`src/rtl/flash_cmd_pkg.sv`:
```
package flash_cmd_pkg;

  localparam logic [7:0] CODE_KEY1  = 8'hAA;
  localparam logic [7:0] CODE_KEY2  = 8'h55;
  localparam logic [7:0] CODE_PROG  = 8'hA0;
  localparam logic [7:0] CODE_ERASE = 8'h80;
  localparam logic [7:0] CODE_CHIP  = 8'h10;
  localparam logic [7:0] CODE_SECT  = 8'h30;
  localparam logic [7:0] CODE_SUSP  = 8'hB0;

  localparam logic [10:0] KEY_ADDR_A = 11'h555;
  localparam logic [10:0] KEY_ADDR_B = 11'h2AA;

  typedef enum logic [2:0] {
    SQ_IDLE, SQ_K1, SQ_K2, SQ_PDATA, SQ_E1, SQ_E2, SQ_E3
  } seq_t;

  typedef enum logic [1:0] {
    MODE_READ = 2'd0,
    MODE_BUSY = 2'd1,
    MODE_SUSP = 2'd2
  } mode_t;

endpackage

```
`src/rtl/cmd_match.sv`:
```
module cmd_match
  import flash_cmd_pkg::*;
#(
  parameter int UNLOCK_W = 11
) (
  input  logic [UNLOCK_W-1:0] key_addr,
  input  logic [7:0]          data,
  output logic                at_a,
  output logic                at_b,
  output logic                d_key1,
  output logic                d_key2,
  output logic                d_prog,
  output logic                d_erase,
  output logic                d_chip,
  output logic                d_sect,
  output logic                d_susp
);

  localparam logic [UNLOCK_W-1:0] KA = KEY_ADDR_A[UNLOCK_W-1:0];
  localparam logic [UNLOCK_W-1:0] KB = KEY_ADDR_B[UNLOCK_W-1:0];

  always_comb begin
    at_a    = (key_addr == KA);
    at_b    = (key_addr == KB);
    d_key1  = (data == CODE_KEY1);
    d_key2  = (data == CODE_KEY2);
    d_prog  = (data == CODE_PROG);
    d_erase = (data == CODE_ERASE);
    d_chip  = (data == CODE_CHIP);
    d_sect  = (data == CODE_SECT);
    d_susp  = (data == CODE_SUSP);
  end

endmodule

```
`src/rtl/cmd_seq.sv`:
```
module cmd_seq
  import flash_cmd_pkg::*;
#(
  parameter int ADDR_W = 19,
  parameter int SECT_W = 3
) (
  input  logic              clk,
  input  logic              rst_n,
  input  logic              wr_ok,
  input  logic [ADDR_W-1:0] wr_addr,
  input  logic [7:0]        wr_data,
  input  logic              at_a,
  input  logic              at_b,
  input  logic              d_key1,
  input  logic              d_key2,
  input  logic              d_prog,
  input  logic              d_erase,
  input  logic              d_chip,
  input  logic              d_sect,
  input  logic              suspended,
  input  logic [SECT_W-1:0] susp_sect,
  output logic              pgm_go,
  output logic [ADDR_W-1:0] pgm_addr,
  output logic [7:0]        pgm_data,
  output logic              chip_go,
  output logic              sect_go,
  output logic [SECT_W-1:0] sect_num,
  output logic              resume_go
);

  seq_t st_q, st_n;
  logic pgm_n, chip_n, sect_n, res_n;
  logic [ADDR_W-1:0] addr_q;
  logic [7:0]        data_q;
  logic [SECT_W-1:0] wr_sect;

  assign wr_sect = wr_addr[ADDR_W-1 -: SECT_W];

  // Any mismatch, including the reset code, falls back to idle.
  always_comb begin
    st_n   = st_q;
    pgm_n  = 1'b0;
    chip_n = 1'b0;
    sect_n = 1'b0;
    res_n  = 1'b0;
    if (wr_ok) begin
      st_n = SQ_IDLE;
      case (st_q)
        SQ_IDLE: begin
          if (d_key1 && at_a)       st_n  = SQ_K1;
          else if (d_sect && suspended) res_n = 1'b1;
        end
        SQ_K1:    if (d_key2 && at_b) st_n = SQ_K2;
        SQ_K2: begin
          if (d_prog && at_a)                     st_n = SQ_PDATA;
          else if (d_erase && at_a && !suspended) st_n = SQ_E1;
        end
        SQ_PDATA: pgm_n = !suspended || (wr_sect != susp_sect);
        SQ_E1:    if (d_key1 && at_a) st_n = SQ_E2;
        SQ_E2:    if (d_key2 && at_b) st_n = SQ_E3;
        SQ_E3: begin
          chip_n = d_chip && at_a;
          sect_n = d_sect;
        end
        default: st_n = SQ_IDLE;
      endcase
    end
  end

  always_ff @(posedge clk or negedge rst_n) begin
    if (!rst_n) begin
      st_q      <= SQ_IDLE;
      pgm_go    <= 1'b0;
      chip_go   <= 1'b0;
      sect_go   <= 1'b0;
      resume_go <= 1'b0;
      addr_q    <= '0;
      data_q    <= '0;
    end else begin
      st_q      <= st_n;
      pgm_go    <= pgm_n;
      chip_go   <= chip_n;
      sect_go   <= sect_n;
      resume_go <= res_n;
      if (wr_ok) begin
        addr_q <= wr_addr;
        data_q <= wr_data;
      end
    end
  end

  assign pgm_addr = addr_q;
  assign pgm_data = data_q;
  assign sect_num = addr_q[ADDR_W-1 -: SECT_W];

endmodule

```
`src/rtl/susp_ctrl.sv`:
```
module susp_ctrl #(
  parameter int SECT_W = 3
) (
  input  logic              clk,
  input  logic              rst_n,
  input  logic              sect_go,
  input  logic [SECT_W-1:0] sect_id,
  input  logic              susp_req,
  input  logic              resume_go,
  input  logic              alg_done,
  output logic              suspended,
  output logic [SECT_W-1:0] susp_sect,
  output logic              susp_go
);

  logic              run_q, run_n;
  logic              sp_n, go_n;
  logic [SECT_W-1:0] sect_n;

  always_comb begin
    run_n  = run_q;
    sp_n   = suspended;
    sect_n = susp_sect;
    go_n   = 1'b0;
    if (sect_go) begin
      run_n  = 1'b1;
      sect_n = sect_id;
    end else if (susp_req && run_q && !suspended) begin
      sp_n = 1'b1;
      go_n = 1'b1;
    end else if (resume_go) begin
      sp_n = 1'b0;
    end else if (alg_done && !suspended) begin
      run_n = 1'b0;
    end
  end

  always_ff @(posedge clk or negedge rst_n) begin
    if (!rst_n) begin
      run_q     <= 1'b0;
      suspended <= 1'b0;
      susp_sect <= '0;
      susp_go   <= 1'b0;
    end else begin
      run_q     <= run_n;
      suspended <= sp_n;
      susp_sect <= sect_n;
      susp_go   <= go_n;
    end
  end

endmodule

```
`src/rtl/flash_cmd_decoder.sv`:
```
module flash_cmd_decoder
  import flash_cmd_pkg::*;
#(
  parameter int ADDR_W   = 19,
  parameter int SECT_W   = 3,
  parameter int UNLOCK_W = 11
) (
  input  logic              clk,
  input  logic              rst_n,
  input  logic              wr_en,
  input  logic [ADDR_W-1:0] wr_addr,
  input  logic [7:0]        wr_data,
  input  logic              alg_busy,
  input  logic              alg_done,
  output logic              pgm_go,
  output logic [ADDR_W-1:0] pgm_addr,
  output logic [7:0]        pgm_data,
  output logic              chip_go,
  output logic              sect_go,
  output logic [SECT_W-1:0] sect_num,
  output logic              susp_go,
  output logic              resume_go,
  output logic [1:0]        mode
);

  logic [1:0] rst_sync;
  logic       core_rst_n;
  logic at_a, at_b, d_key1, d_key2, d_prog, d_erase, d_chip, d_sect, d_susp;
  logic wr_ok, susp_req, suspended;
  logic [SECT_W-1:0] susp_sect;

  always_ff @(posedge clk or negedge rst_n) begin
    if (!rst_n) rst_sync <= 2'b00;
    else        rst_sync <= {rst_sync[0], 1'b1};
  end
  assign core_rst_n = rst_sync[1];

  assign wr_ok    = wr_en && !alg_busy;
  assign susp_req = wr_en && alg_busy && d_susp;

  cmd_match #(.UNLOCK_W(UNLOCK_W)) u_match (
    .key_addr (wr_addr[UNLOCK_W-1:0]),
    .data     (wr_data),
    .at_a     (at_a),
    .at_b     (at_b),
    .d_key1   (d_key1),
    .d_key2   (d_key2),
    .d_prog   (d_prog),
    .d_erase  (d_erase),
    .d_chip   (d_chip),
    .d_sect   (d_sect),
    .d_susp   (d_susp)
  );

  cmd_seq #(.ADDR_W(ADDR_W), .SECT_W(SECT_W)) u_seq (
    .clk       (clk),
    .rst_n     (core_rst_n),
    .wr_ok     (wr_ok),
    .wr_addr   (wr_addr),
    .wr_data   (wr_data),
    .at_a      (at_a),
    .at_b      (at_b),
    .d_key1    (d_key1),
    .d_key2    (d_key2),
    .d_prog    (d_prog),
    .d_erase   (d_erase),
    .d_chip    (d_chip),
    .d_sect    (d_sect),
    .suspended (suspended),
    .susp_sect (susp_sect),
    .pgm_go    (pgm_go),
    .pgm_addr  (pgm_addr),
    .pgm_data  (pgm_data),
    .chip_go   (chip_go),
    .sect_go   (sect_go),
    .sect_num  (sect_num),
    .resume_go (resume_go)
  );

  susp_ctrl #(.SECT_W(SECT_W)) u_susp (
    .clk       (clk),
    .rst_n     (core_rst_n),
    .sect_go   (sect_go),
    .sect_id   (sect_num),
    .susp_req  (susp_req),
    .resume_go (resume_go),
    .alg_done  (alg_done),
    .suspended (suspended),
    .susp_sect (susp_sect),
    .susp_go   (susp_go)
  );

  always_comb begin
    if (alg_busy)       mode = MODE_BUSY;
    else if (suspended) mode = MODE_SUSP;
    else                mode = MODE_READ;
  end

endmodule

```
`config.mk`:
```
export PLATFORM = sky130hd
export DESIGN_NAME = flash_cmd_decoder
export DESIGN_NICKNAME = d
export VERILOG_FILES = /design/src/rtl/flash_cmd_pkg.sv /design/src/rtl/cmd_match.sv /design/src/rtl/cmd_seq.sv /design/src/rtl/susp_ctrl.sv /design/src/rtl/flash_cmd_decoder.sv
export SDC_FILE = /design/constraint.sdc
export NUM_CORES = 1
export LEC_CHECK = 0
export BUFFER_PORTS_ARGS = -buffer_cell sky130_fd_sc_hd__buf_4
export CAP_MARGIN = 0
export CORE_AREA = 5 5 67 69
export CTS_BUF_LIST = sky130_fd_sc_hd__clkbuf_8
export DETAILED_ROUTE_END_ITERATION = 10
export DIE_AREA = 0 0 72 74
export GPL_TIMING_DRIVEN = 1
export PLACE_DENSITY = 0.84
export SLEW_MARGIN = 20
export SYNTH_ARGS = -nofsm -noshare
export SYNTH_HDL_FRONTEND = slang
export SYNTH_SLANG_ARGS = --single-unit
```
`constraint.sdc`:
```
create_clock -name clk -period 2.05 [get_ports clk]
set_clock_uncertainty 0.2 [all_clocks]
set_input_delay 0.205 -clock clk [delete_from_list [all_inputs] [get_ports clk]]
set_output_delay 0.205 -clock clk [all_outputs]
set_load 0.02 [all_outputs]
```
Yosys cells after proc, flatten, opt, wreduce, memory -nomap -nowiden

Cells that the tools add are included.

Bits in registers: 42
Word-level logic and storage cells: 79
Output and inout port bits: 37
Input bits: 32

Reduce and logical (&&, ||, !) cells: 21
Equal/unequal tests: 18
Mux-type cells: 27
Bitwise gates (word level): 1

Operators with widths:

| cell                                                   | number |
|---|---|
| == test 8 bit (second input constant)                  | 4 |
| 2-to-1 mux 1 bit                                       | 19 |
| case mux 3 bit (5 select lines)                        | 1 |
| logical AND 1 bit                                      | 13 |
| 2-to-1 mux 3 bit                                       | 4 |
| == test 11 x 10 -> 1 bit (second input constant)       | 1 |
| == test 11 bit (second input constant)                 | 1 |
| == test 3 bit (second input constant)                  | 3 |
| == test 8 x 5 -> 1 bit (second input constant)         | 1 |
| == test 8 x 6 -> 1 bit (second input constant)         | 1 |
| == test 8 x 7 -> 1 bit (second input constant)         | 1 |
| == test 3 x 2 -> 1 bit (second input constant)         | 2 |
| 2-to-1 mux 2 bit                                       | 3 |
| nonzero test 2 bit                                     | 2 |
| == test 3 x 1 -> 1 bit (second input constant)         | 1 |
| zero test 3 bit                                        | 1 |
| inequality test 3 bit                                  | 1 |
| AND reduction 3 bit                                    | 1 |
| zero test 1 bit                                        | 2 |
| inequality test 2 x 1 -> 1 bit (second input constant) | 1 |
| inequality test 2 bit (second input constant)          | 1 |
| AND reduction 2 bit                                    | 1 |
| logical OR 1 bit                                       | 1 |
| NOT 1 bit                                              | 1 |

Depth between registers and ports, before layout

Depth in word-level cells: 6
Depth in mapped cells: 5
Gate-level depth less buffers: 4

By module

A second synthesis with hierarchy kept.

Cells, all modules: 142
Area, all modules: 1876.8 um^2

By module, submodules not included:

| module            | seq. area each (um^2) | cells an instance | instances | area an instance (um^2) |
|---|---|---|---|---|
| cmd_seq           | 850.8                 | 94                | 1         | 1391.3 |
| susp_ctrl         | 150.1                 | 15                | 1         | 232.7 |
| cmd_match         | 0.0                   | 26                | 1         | 172.7 |
| flash_cmd_decoder | 50.0                  | 7                 | 1         | 80.1 |

Worst setup path after synthesis

Ideal clock, no wire load.

Path kind: input-to-reg
Start point: input wr_data[0]
End point: register u_seq.st_q[0]
Library setup time: 0.065 ns
Setup slack: 0.265 ns
Arrival: 1.520 ns
Path buffers: 0
Data required time: 1.785 ns
Cell stages on the path: 4
Cell sequence: or3b_4 > or4b_4 > o31ai_1 > o22a_1

Longest elaborated chain between the ends: 4
Elaborated cells on any way between the ends: 8
Classes of those cells: eq/ne: 2; mux: 4; reduce/logical: 2

Ends and longest elaborated chain:

| what                                        | RTL line                                    | source |
|---|---|---|
| start, declared                             | flash_cmd_decoder.sv:12                     | `input logic [7:0] wr_data,` |
| == test 8 bit, on equally long branches     | cmd_match.sv:25, cmd_match.sv:27            |  |
| logical AND 1 bit, on equally long branches | cmd_seq.sv:50, cmd_seq.sv:59, cmd_seq.sv:55 |  |
| 2-to-1 mux 3 bit (tied with other cells)    | cmd_seq.sv:59                               | `SQ_E1: if (d_key1 && at_a) st_n = SQ_E2;` |
| case mux 3 bit (5 select lines) *           | cmd_seq.sv:48                               | `case (st_q)` |
| end signal, assigned                        | cmd_seq.sv:80                               | `st_q <= st_n;` |
| end, declared                               | cmd_seq.sv:31                               | `seq_t st_q, st_n;` |

Mark *: on every way between the ends. The rest lies on a longest branch, timed or not.
A chain may end at the register's enable or synchronous reset.

Worst setup path in the final report

Start point: input wr_addr[7]
End point: register u_seq.st_q[1]

Longest elaborated chain between the ends: 4
Elaborated cells on any way between the ends: 8
Classes of those cells: eq/ne: 2; mux: 4; reduce/logical: 2

Ends and longest elaborated chain:

| what                                                              | RTL line                                    | source |
|---|---|---|
| start, declared                                                   | flash_cmd_decoder.sv:11                     | `input logic [ADDR_W-1:0] wr_addr,` |
| == test 11 x 10 -> 1 bit / == test 11 bit (equally long branches) | cmd_match.sv:24, cmd_match.sv:23            |  |
| logical AND 1 bit, on equally long branches                       | cmd_seq.sv:53, cmd_seq.sv:60, cmd_seq.sv:55 |  |
| 2-to-1 mux 3 bit (tied with other cells)                          | cmd_seq.sv:60                               | `SQ_E2: if (d_key2 && at_b) st_n = SQ_E3;` |
| case mux 3 bit (5 select lines) *                                 | cmd_seq.sv:48                               |  |

Marked as above.

==> flow_summary_export.csv <==
group,metric,value,unit
clock_tree,clk_transition_reported_paths,0.08,ns
power_and_ir_drop,switchingPower,0.000575,W
power_and_ir_drop,comb_power_share,24.1,%
synthesis,synth_compound_area_share,3.93,%
flow_run,maxCapViolations,0,
global_routing,grt_pass1_vias,1768,
synthesis,synthFlopType,"dfrtp_1",
routing,drt_iter0_drc,103,
layout,instances_no_fill,347,
worst_setup_path,cp-endpoint,"u_seq.st_q[1]$_DFFE_PN0P_",
worst_setup_path,crit_path_max_fanout,3,
synthesis,yosys_warnings,0,
sta,timing.setup.tns,0,ns
layout,nNetsFinal,328,
worst_setup_path,crit_type,"input pin to flip-flop",
placed_design,pre_cts_slack,0.0626,ns
worst_setup_path,worstPathCellList,"dlygate4sd3_1 > buf_4 > nand4bb_4 > or4b_4 > nor3b_4 > o22a_1",
worst_setup_path,critPathCaptureType,"flip-flop",
clock_tree,clockBufferDepth,2,
floorplan,die_area,0.00533,mm^2
synthesis,muxShareOfSynthArea,1.80,%
placed_design,io_buffers,68,
power_and_ir_drop,p_seq_share,48.8,%
worst_setup_path,cp_slowest_cell,"or4b_4",
power_and_ir_drop,power.internal,0.00140,W
sta,finalHoldWorstSlack,0.00550,ns
sta,worst_slew_pin_slew,0.591,ns
synthesis,synthSimpleGateAreaFrac,33.1,%
power_and_ir_drop,clkPwrFrac,27.1,%
synthesis,synthCells,199,
sta,setup_ws,0.0492,ns
synthesis,async_flop_share,100,%
sta,finalCritPeriodShare,97.6,%
synthesis,syn_area_per_cell,9.43,um^2
routing,wl,5.38,mm
synthesis,yosysSeqAreaShare,56.0,%
worst_setup_path,cpPeakStageDelay,0.60,ns
clock_tree,h-tree-depth,2,
power_and_ir_drop,max-vdd-ir-drop,545,uV
routing,wl_per_cell,15.5,um
worst_setup_path,rr_worst_depth,4,
layout,fin_util,74.2,%
status,status,"finished clean",
floorplan,start_util,48.7,%
floorplan,fp.coreArea,0.00386,mm^2
worst_setup_path,critPathArrivalTime,2.03,ns
routing,ant_nets,0,
placed_design,dp_hpwl,3.53,mm
worst_setup_path,critPathRequiredTime,2.08,ns
routing,drcViolationCount,0,
floorplan,ioPinCount,69,
layout,fill_cells,284,
placed_design,place_congestion,0.933,
layout,diodes,0,
sta,finalCriticalPeriod,2.00,ns
global_routing,antenna_found_initial,0,
worst_setup_path,r2r_slack,0.21,ns
clock_tree,clk-insertion-delay-late,0.29,ns
layout,syn2layout_area_growth,52.5,%
global_routing,grt_max_degree,29,
synthesis,ys_types,38,
global_routing,grt_first_pass_wirelength,8.56,mm
placed_design,dp_cells,311,
synthesis,synth_edf_count,0,
synthesis,syn_nets,231,
worst_setup_path,r2r-end,"u_susp.run_q$_DFFE_PN0P_",
sta,setup_violations,0,
floorplan,rows,23,
layout,drive_gt1_share,31.0,%
sta,final_max_slew_viol_count,0,
power_and_ir_drop,power.density,689,mW/mm^2
worst_setup_path,reg2reg_from,"u_susp.suspended$_DFFE_PN0P_",
global_routing,gr-total-overflow,0,
sta,hold_viol,0,
routing,dr_total_vias,1801,
clock_tree,cts-root-buf,"clkbuf_8",
worst_setup_path,crit_path_start,"wr_addr[7]",
synthesis,synthAdderAreaFrac,0,%
clock_tree,cts_buffers,5,
hold_path,hold_class,"flip-flop to asynchronous set/reset pin",
sta,rsz0062_at_grt,"no",
global_routing,track_usage,20.8,%
routing,drt-vias-per-instance,5.19,
sta,max_freq,0.500,GHz
power_and_ir_drop,p_sw_share,29.2,%
worst_setup_path,critPathLaunchType,"input pin",
sta,relSlewSlack,59.6,%
floorplan,fp.dieH,74,um
power_and_ir_drop,leakage,1.46,nW
clock_tree,clock-sinks,42,
synthesis,synth_xor_area_share,1.40,%
clock_tree,cts_tree,"built",
synthesis,ys_ff_latch,42,
floorplan,die_w,72,um
synthesis,synth_top_family_by_area,"simple AND/OR/NAND/NOR gates",
synthesis,synth_area,0.00188,mm^2
routing,drtPass1Iterations,4,
==> area by class of cell <==
| cell class | count | area, um^2 | area share (%) |
|---|---|---|---|
| inverters | 3 | 11.3 | 0.394 |
| flip-flops and latches | 42 | 1050 | 36.8 |
| multi-input cells | 143 | 803 | 28.1 |
| repair buffers | 101 | 841 | 29.4 |
| clock inverters | 2 | 8.76 | 0.306 |
| clock buffers | 6 | 82.6 | 2.89 |
| well taps | 50 | 62.6 | 2.19 |
==> cells in the final DEF (no fill, tap or decap), types with 2 or more instances in the layout <==
cell type	instances
nand2_1	83
buf_4	72
dfrtp_1	41
dlygate4sd3_1	28
nor2_1	7
clkbuf_8	6
nand3_1	5
inv_1	4
nor3_1	4
nand2b_1	3
xnor2_1	3
nor4bb_1	3
mux2_2	3
or4bb_1	2
nor4_1	2
o21ai_1	2
and4_1	2
o22a_1	2
==> how the worst min path moves through the flow <==
stage / from / endpoint / slack, ns
5_1_grt: alg_done / u_susp.run_q$_DFFE_PN0P_ / 0.02
4_1_cts: alg_done / u_susp.run_q$_DFFE_PN0P_ / 0.01
6_report: rst_sync[1]$_DFF_PN0_ / u_seq.pgm_data[2]$_DFFE_PN0P_ / 0.005
2_1_floorplan: rst_n / rst_sync[0]$_DFF_PN0_ / -0.29
3_3_place_gp: rst_n / rst_sync[0]$_DFF_PN0_ / -0.21
3_5_place_dp: rst_n / rst_sync[0]$_DFF_PN0_ / -0.21
==> cell families after synthesis <==
logic type | after synthesis
AND/OR/NAND/NOR | 126
XOR/XNOR | 3
other | 1
multiplexers | 3
buffers and inverters | 14
flip-flops | 42
AO/OA/AOI/OAI | 10
==> sequential cells by signal, indices dropped and copies added, names as in the netlist <==
| signal | flops |
|---|---|
| u_susp.susp_sect | 3 |
| u_susp.susp_go | 1 |
| u_seq.sect_go | 1 |
| u_seq.pgm_data | 8 |
| u_susp.suspended | 1 |
| u_susp.run_q | 1 |
| u_seq.pgm_addr | 19 |
| u_seq.resume_go | 1 |
| u_seq.st_q | 3 |
| u_seq.chip_go | 1 |
| u_seq.pgm_go | 1 |
| rst_sync | 2 |
==> timing repair <==
item / in CTS / in global routing
buffers inserted: 0 / 1
setup endpoints to repair: 0 / 2
hold endpoints to repair: 30 / 0
gates resized for setup: 0 / 5
hold buffers: 28 / 0
==> cells in the mapped netlist, types with 4 or more instances <==
| cell | instances | area [um^2] |
|---|---|---|
| nand3_1 | 5 | 25.0 |
| nor3_1 | 4 | 20.0 |
| dfrtp_1 | 42 | 1050 |
| nand2_1 | 83 | 312 |
| buf_4 | 4 | 30.0 |
| clkbuf_1 | 5 | 18.8 |
| nor2_1 | 7 | 26.3 |
==> per-layer routing <==
metal / share of wire [%] / wire length [um] / GRT usage (%) / up-vias
li1: - / - / - / 852
met1: 38 / 2030 / 25.8 / 844
met2: 51 / 2730 / 35.8 / 87
met3: 8.8 / 472 / 5.14 / 18
met4: 2.8 / 150 / 7.52 / 0
met5: 0 / 0 / 0 / -
==> per-stage QoR <==
stage                     cell area, um^2  power (W)
final                                2860    0.00197
after global routing                 2860    0.00206
after global placement               2450    0.00139
after CTS                            2820    0.00197
after detailed placement             2450    0.00140
after floorplan                      1880    0.00118
==> critical path, delay by kind of cell <==
kind                   cells  cell delay (ns)
AND/OR/NAND/NOR            3             1.00
buffers and inverters      2             0.67
AO/OA/AOI/OAI              1             0.14
==> power by group through the flow <==
| stage | Clock [W] | Combinational (W) | Sequential, W |
|---|---|---|---|
| 5_1_grt | 0.000575 | 0.000508 | 0.000975 |
| 4_1_cts | 0.000542 | 0.000470 | 0.000961 |
| 2_1_floorplan | 0 | 0.000124 | 0.00106 |
| 3_3_place_gp | 0 | 0.000418 | 0.000973 |
| 6_report | 0.000533 | 0.000475 | 0.000962 |
| 3_5_place_dp | 0 | 0.000427 | 0.000976 |
Note: power is estimated with default switching activity, not from simulation.
